--- src/rtl/busclk_pkg.sv ---
package busclk_pkg;

    localparam int AHB_FIELD_W = 4;
    localparam int APB_FIELD_W = 3;
    localparam int CFG_W       = AHB_FIELD_W + 2 * APB_FIELD_W;
    localparam int AHB_SHIFT_W = 4;
    localparam int APB_SHIFT_W = 3;
    localparam int AHB_MAX_SH  = 9;
    localparam int APB_MAX_SH  = 4;
    localparam int NUM_APB     = 2;

    typedef struct packed {
        logic [APB_FIELD_W-1:0] apb2;
        logic [APB_FIELD_W-1:0] apb1;
        logic [AHB_FIELD_W-1:0] ahb;
    } busclk_cfg_t;

    // AHB: upper half of the code space skips exponent 5.
    function automatic logic [AHB_SHIFT_W-1:0] ahb_code_to_shift(input logic [AHB_FIELD_W-1:0] code);
        logic [AHB_SHIFT_W-1:0] sh;
        if (!code[3])
            sh = '0;
        else if (!code[2])
            sh = AHB_SHIFT_W'({2'b00, code[1:0]} + 4'd1);
        else
            sh = AHB_SHIFT_W'({2'b00, code[1:0]} + 4'd6);
        return sh;
    endfunction

    function automatic logic [APB_SHIFT_W-1:0] apb_code_to_shift(input logic [APB_FIELD_W-1:0] code);
        logic [APB_SHIFT_W-1:0] sh;
        if (!code[2])
            sh = '0;
        else
            sh = APB_SHIFT_W'({1'b0, code[1:0]} + 3'd1);
        return sh;
    endfunction

endpackage

--- src/rtl/busclk_cfg.sv ---
module busclk_cfg
    import busclk_pkg::*;
(
    input  logic               clk,
    input  logic               rst,
    input  logic               we,
    input  logic [CFG_W-1:0]   wdata,
    output busclk_cfg_t        cfg_q
);
    always_ff @(posedge clk) begin
        if (rst)
            cfg_q <= '0;
        else if (we)
            cfg_q <= busclk_cfg_t'(wdata);
    end
endmodule

--- src/rtl/busclk_div.sv ---
module busclk_div #(
    parameter int SHIFT_W = 4,
    parameter int MAX_SH  = 9,
    localparam int CNT_W  = (MAX_SH < 1) ? 1 : MAX_SH
) (
    input  logic               clk,
    input  logic               rst,
    input  logic               tick_in,
    input  logic [SHIFT_W-1:0] shift_req,
    output logic               tick_out,
    output logic [SHIFT_W-1:0] shift_cur
);
    logic [CNT_W-1:0] cnt;
    logic [CNT_W-1:0] term;
    logic             at_term;

    always_comb begin
        term    = CNT_W'((32'd1 << shift_cur) - 32'd1);
        at_term = (cnt == term);
    end

    assign tick_out = tick_in & at_term;

    always_ff @(posedge clk) begin
        if (rst) begin
            cnt       <= '0;
            shift_cur <= '0;
        end else if (tick_in) begin
            if (at_term) begin
                cnt       <= '0;
                shift_cur <= shift_req;
            end else begin
                cnt <= cnt + CNT_W'(1);
            end
        end
    end
endmodule

--- src/rtl/busclk_prescaler.sv ---
module busclk_prescaler
    import busclk_pkg::*;
(
    input  logic                   clk,
    input  logic                   rst,
    input  logic                   cfg_we,
    input  logic [CFG_W-1:0]       cfg_data,
    output logic                   ahb_en,
    output logic                   apb1_en,
    output logic                   apb2_en,
    output logic [AHB_SHIFT_W-1:0] ahb_shift,
    output logic [APB_SHIFT_W-1:0] apb1_shift,
    output logic [APB_SHIFT_W-1:0] apb2_shift
);
    busclk_cfg_t            cfg_q;
    logic [APB_SHIFT_W-1:0] apb_req [NUM_APB];
    logic [APB_SHIFT_W-1:0] apb_cur [NUM_APB];
    logic [NUM_APB-1:0]     apb_tick;

    busclk_cfg u_cfg (
        .clk   (clk),
        .rst   (rst),
        .we    (cfg_we),
        .wdata (cfg_data),
        .cfg_q (cfg_q)
    );

    busclk_div #(.SHIFT_W(AHB_SHIFT_W), .MAX_SH(AHB_MAX_SH)) u_ahb_div (
        .clk       (clk),
        .rst       (rst),
        .tick_in   (1'b1),
        .shift_req (ahb_code_to_shift(cfg_q.ahb)),
        .tick_out  (ahb_en),
        .shift_cur (ahb_shift)
    );

    assign apb_req[0] = apb_code_to_shift(cfg_q.apb1);
    assign apb_req[1] = apb_code_to_shift(cfg_q.apb2);

    for (genvar g = 0; g < NUM_APB; g++) begin : g_apb
        busclk_div #(.SHIFT_W(APB_SHIFT_W), .MAX_SH(APB_MAX_SH)) u_apb_div (
            .clk       (clk),
            .rst       (rst),
            .tick_in   (ahb_en),
            .shift_req (apb_req[g]),
            .tick_out  (apb_tick[g]),
            .shift_cur (apb_cur[g])
        );
    end

    assign apb1_en    = apb_tick[0];
    assign apb2_en    = apb_tick[1];
    assign apb1_shift = apb_cur[0];
    assign apb2_shift = apb_cur[1];
endmodule

--- config.mk ---
export PLATFORM = sky130hd
export DESIGN_NAME = busclk_prescaler
export DESIGN_NICKNAME = d
export VERILOG_FILES = /design/src/rtl/busclk_pkg.sv /design/src/rtl/busclk_cfg.sv /design/src/rtl/busclk_div.sv /design/src/rtl/busclk_prescaler.sv
export SDC_FILE = /design/constraint.sdc
export NUM_CORES = 1
export LEC_CHECK = 0
export BUFFER_PORTS_ARGS = -buffer_cell sky130_fd_sc_hd__clkbuf_2
export CORE_ASPECT_RATIO = 0.7
export CORE_MARGIN = 2
export CORE_UTILIZATION = 48
export DETAILED_ROUTE_END_ITERATION = 7
export PLACE_DENSITY = 0.71
export RECOVER_POWER = 100
export REMOVE_ABC_BUFFERS = 1
export SLEW_MARGIN = 20
export SYNTH_ARGS = -nofsm -noshare
export SYNTH_HDL_FRONTEND = slang
export SYNTH_HIERARCHICAL = 1
export SYNTH_SLANG_ARGS = --single-unit
--- constraint.sdc ---
create_clock -name clk -period 5.4 [get_ports clk]
set_clock_uncertainty 0.2 [all_clocks]
set_input_delay 0.81 -clock clk [delete_from_list [all_inputs] [get_ports clk]]
set_output_delay 0.81 -clock clk [all_outputs]
set_load 0.02 [all_outputs]
==> impl_metrics.json <==
{
  "grt_max_degree": 44,
  "hold_violations": 0,
  "n_antenna_cell": 0,
  "fmax_mhz": 212,
  "clockRootBuffer": "clkbuf_8",
  "setup_violations": 0,
  "use_met3": 0.0436,
  "period_needed_ns": 4.73,
  "crit_path_end": "apb2_en",
  "clockBufferDepth": 2,
  "synth-seq-cells": 37,
  "antenna_found_initial": 0,
  "clk_latency_ns": 0.28,
  "layout-drive-gt1-share": 0.130,
  "initial_core_util": 0.498,
  "drv_slew": 44,
  "r2r_slack_ns": 1.74,
  "hpwl_mm": 3.25,
  "cts-resized-gates": 0,
  "drt-vias-per-instance": 5.35,
  "cts_hold_buf": 0,
  "violations": "max-capacitance violations, max-slew violations",
  "synth_enable_flop_cells": 0,
  "drtPass1Iterations": 4,
  "critical_path.max_stage_delay_ns": 0.66,
  "max_slew_margin": -0.149,
  "place.gp.congestion": 0.823,
  "r2r_end": "g_apb[1].u_apb_div/shift_cur[2]$_SDFFE_PP0P_",
  "clk_pin_slew_ns": 0.07,
  "wl_per_cell_um": 12.7,
  "tightestPinTransition_ns": 1.72,
  "crit_cells": 11,
  "cts_sinks": 37,
  "layout_commonest_cell": "dfxtp_1",
  "maxCapViolCount": 1,
  "ant_nets": 0,
  "crit_path_start": "u_ahb_div/shift_cur[2]$_SDFFE_PP0P_",
  "yosys-top-cells-area": "dfxtp_1 (31%), mux2i_1 (6.8%), ha_1 (4.8%), xnor2_1 (4.1%), nand2b_1 (4.0%)",
  "cts_setup_buffers": 0,
  "numCtsBuffers": 5,
  "die_w_um": 88.0,
  "grtUsageMet1": 0.268,
  "r2r-start": "u_ahb_div/shift_cur[2]$_SDFFE_PP0P_",
  "cp_top_family": "simple AND/OR/NAND/NOR gates",
  "hold_path.class": "reg2reg",
  "powerDensity_nw_per_um2": 290,
  "drc": 0,
  "num_io_pins": 26,
  "drt_iter0_drc": 134,
  "layout.nets": 306,
  "fin_total_pwr_mw": 0.746,
  "ys.warnings.count": 6,
  "fin_tns_setup_ns": 0,
  "slowest_stage": "dfxtp_1",
  "synth_top_area_share": 0.313,
  "port_buffers": 25,
  "grt.busiest_layer": "met1",
  "rsz0062_at_grt": "no",
  "ys_types": 56,
  "track_usage": 0.176,
  "cts_tree": "yes",
  "cp_max_fo": 23,
  "synth_cells": 264,
  "grt_pass1_wl_mm": 7.89,
  "synth-async-reset-ratio": 0,
  "worstPathArrival_ns": 3.72,
  "fin_crit_sh": 0.875,
  "num_vias": 1887,
  "fillCellCount": 448,
  "h-tree-depth": 2,
  "die-area_sq_um": 5520,
  "status": "finished, violations left",
  "p_leak_nw": 0.998,
  "dieHeight_um": 62.8,
  "wl_mm": 4.47,
  "core_area_sq_um": 4760,
  "synth_area_per_cell_sq_um": 8.98,
  "r2r_cells": 11,
  "synth_largest_area_cell": "dfxtp_1",
  "grt_pass1_vias": 1696,
  "critPathCaptureType": "output pin",
  "path_cells": "nor2_1 > nand3b_1 > ha_1 > xnor2_1 > xnor2_1 > a2111oi_4 > nand3b_1 > nor3_4 > buf_4 > nor3b_4 > clkbuf_1",
  "peakVddDrop_mv": 0.132,
  "overflow": 0,
  "area_growth_pct": 8.61,
  "crit_type": "reg2out",
  "met2_usage": 0.251,
  "most-common-layout-cells": "dfxtp_1 (37), nor2_1 (23), a21oi_1 (16), mux2i_1 (16)",
  "worstPathRequired_ns": 4.39,
  "cp-start-kind": "register",
  "syn-cell-area_sq_um": 2370,
  "rows": 21,
  "yosysSeqAreaShare": 0.313,
  "worst-path-buf-inv": 2,
  "synth_ff_type": "dfxtp_1"
}
==> flip-flops by register name, indices dropped and copies added, names as in the netlist <==
| signal | cells |
|---|---|
| u_cfg/cfg_q | 10 |
| g_apb.u_apb_div/cnt | 8 |
| u_ahb_div/cnt | 9 |
| g_apb.u_apb_div/shift_cur | 6 |
| u_ahb_div/shift_cur | 4 |
==> worst min-delay path: stages (launching register included) <==
cell     delay [ns]
dfxtp_1        0.33
mux2i_1        0.07
nor2_1         0.07
==> metal layers <==
layer / part of all wire / vias up
li1: - / 986
met1: 0.53 / 872
met2: 0.43 / 29
met3: 0.038 / 0
met4: 0 / 0
met5: 0 / -
==> report_power, final <==
group          switching [mW]  internal, mW
clock network          0.0852         0.101
logic                   0.149         0.102
registers              0.0224         0.287
==> synth_stat cells, types with 4 or more instances <==
cell,count
a21oi_1,16
o31ai_1,4
ha_1,9
nor2b_1,8
nor3_1,11
nand2b_1,15
o22ai_1,4
mux2i_1,16
xnor2_1,11
nor2_1,23
o21ai_0,5
nand2_1,12
or2b_1,4
and2_1,6
dfxtp_1,37
o211ai_1,4
nand4_1,9
xor2_1,10
==> per-stage QoR <==
stage / setup WS, ns / hold WS (ns) / std cells / area [sq um] / util
finish: 0.674 / 0.306 / 353 / 2570 / 0.541
global route: 0.314 / 0.337 / 353 / 2570 / 0.541
CTS: 0.782 / 0.309 / 353 / 2600 / 0.546
detailed placement: 1.10 / 0.292 / 346 / 2510 / 0.528
global placement: 1.24 / 0.289 / 346 / 2510 / 0.528
floorplan: 1.22 / 0.265 / 251 / 2290 / -
==> logic make-up (layout without fill, tap and decap cells) <==
group	count (synthesis)	count (layout)	share of synthesized area
flops	37	37	0.313
compound gates	52	52	0.163
simple gates	114	114	0.296
mux	16	16	0.0676
xor+xnor	21	21	0.0776
buf+inv	14	34	0.0348
other cells	1	1	0.00158
fa+ha+maj	9	9	0.0475
==> final cells by class <==
| cell class | count | area [sq um] | share of cell area |
|---|---|---|---|
| flip-flops and latches | 37 | 741 | 0.288 |
| inverters | 1 | 3.75 | 0.00146 |
| multi-input cells | 213 | 1540 | 0.599 |
| well taps | 69 | 86.3 | 0.0335 |
| repair buffers | 26 | 115 | 0.0447 |
| clock buffers | 7 | 86.3 | 0.0335 |
==> worst min path at each step <==
stage | startpoint | to | slack [ns] | cells past startpoint
CTS | u_cfg/cfg_q[5]$_SDFFE_PP0P_ | u_cfg/cfg_q[5]$_SDFFE_PP0P_ | 0.31 | 2
finish | u_cfg/cfg_q[5]$_SDFFE_PP0P_ | u_cfg/cfg_q[5]$_SDFFE_PP0P_ | 0.31 | 2
global route | u_cfg/cfg_q[5]$_SDFFE_PP0P_ | u_cfg/cfg_q[5]$_SDFFE_PP0P_ | 0.34 | 2
floorplan | u_cfg/cfg_q[5]$_SDFFE_PP0P_ | u_cfg/cfg_q[5]$_SDFFE_PP0P_ | 0.26 | 2
global placement | u_cfg/cfg_q[5]$_SDFFE_PP0P_ | u_cfg/cfg_q[5]$_SDFFE_PP0P_ | 0.29 | 2
detailed placement | u_cfg/cfg_q[5]$_SDFFE_PP0P_ | u_cfg/cfg_q[5]$_SDFFE_PP0P_ | 0.29 | 2
Power figures use the tool's default switching activity.
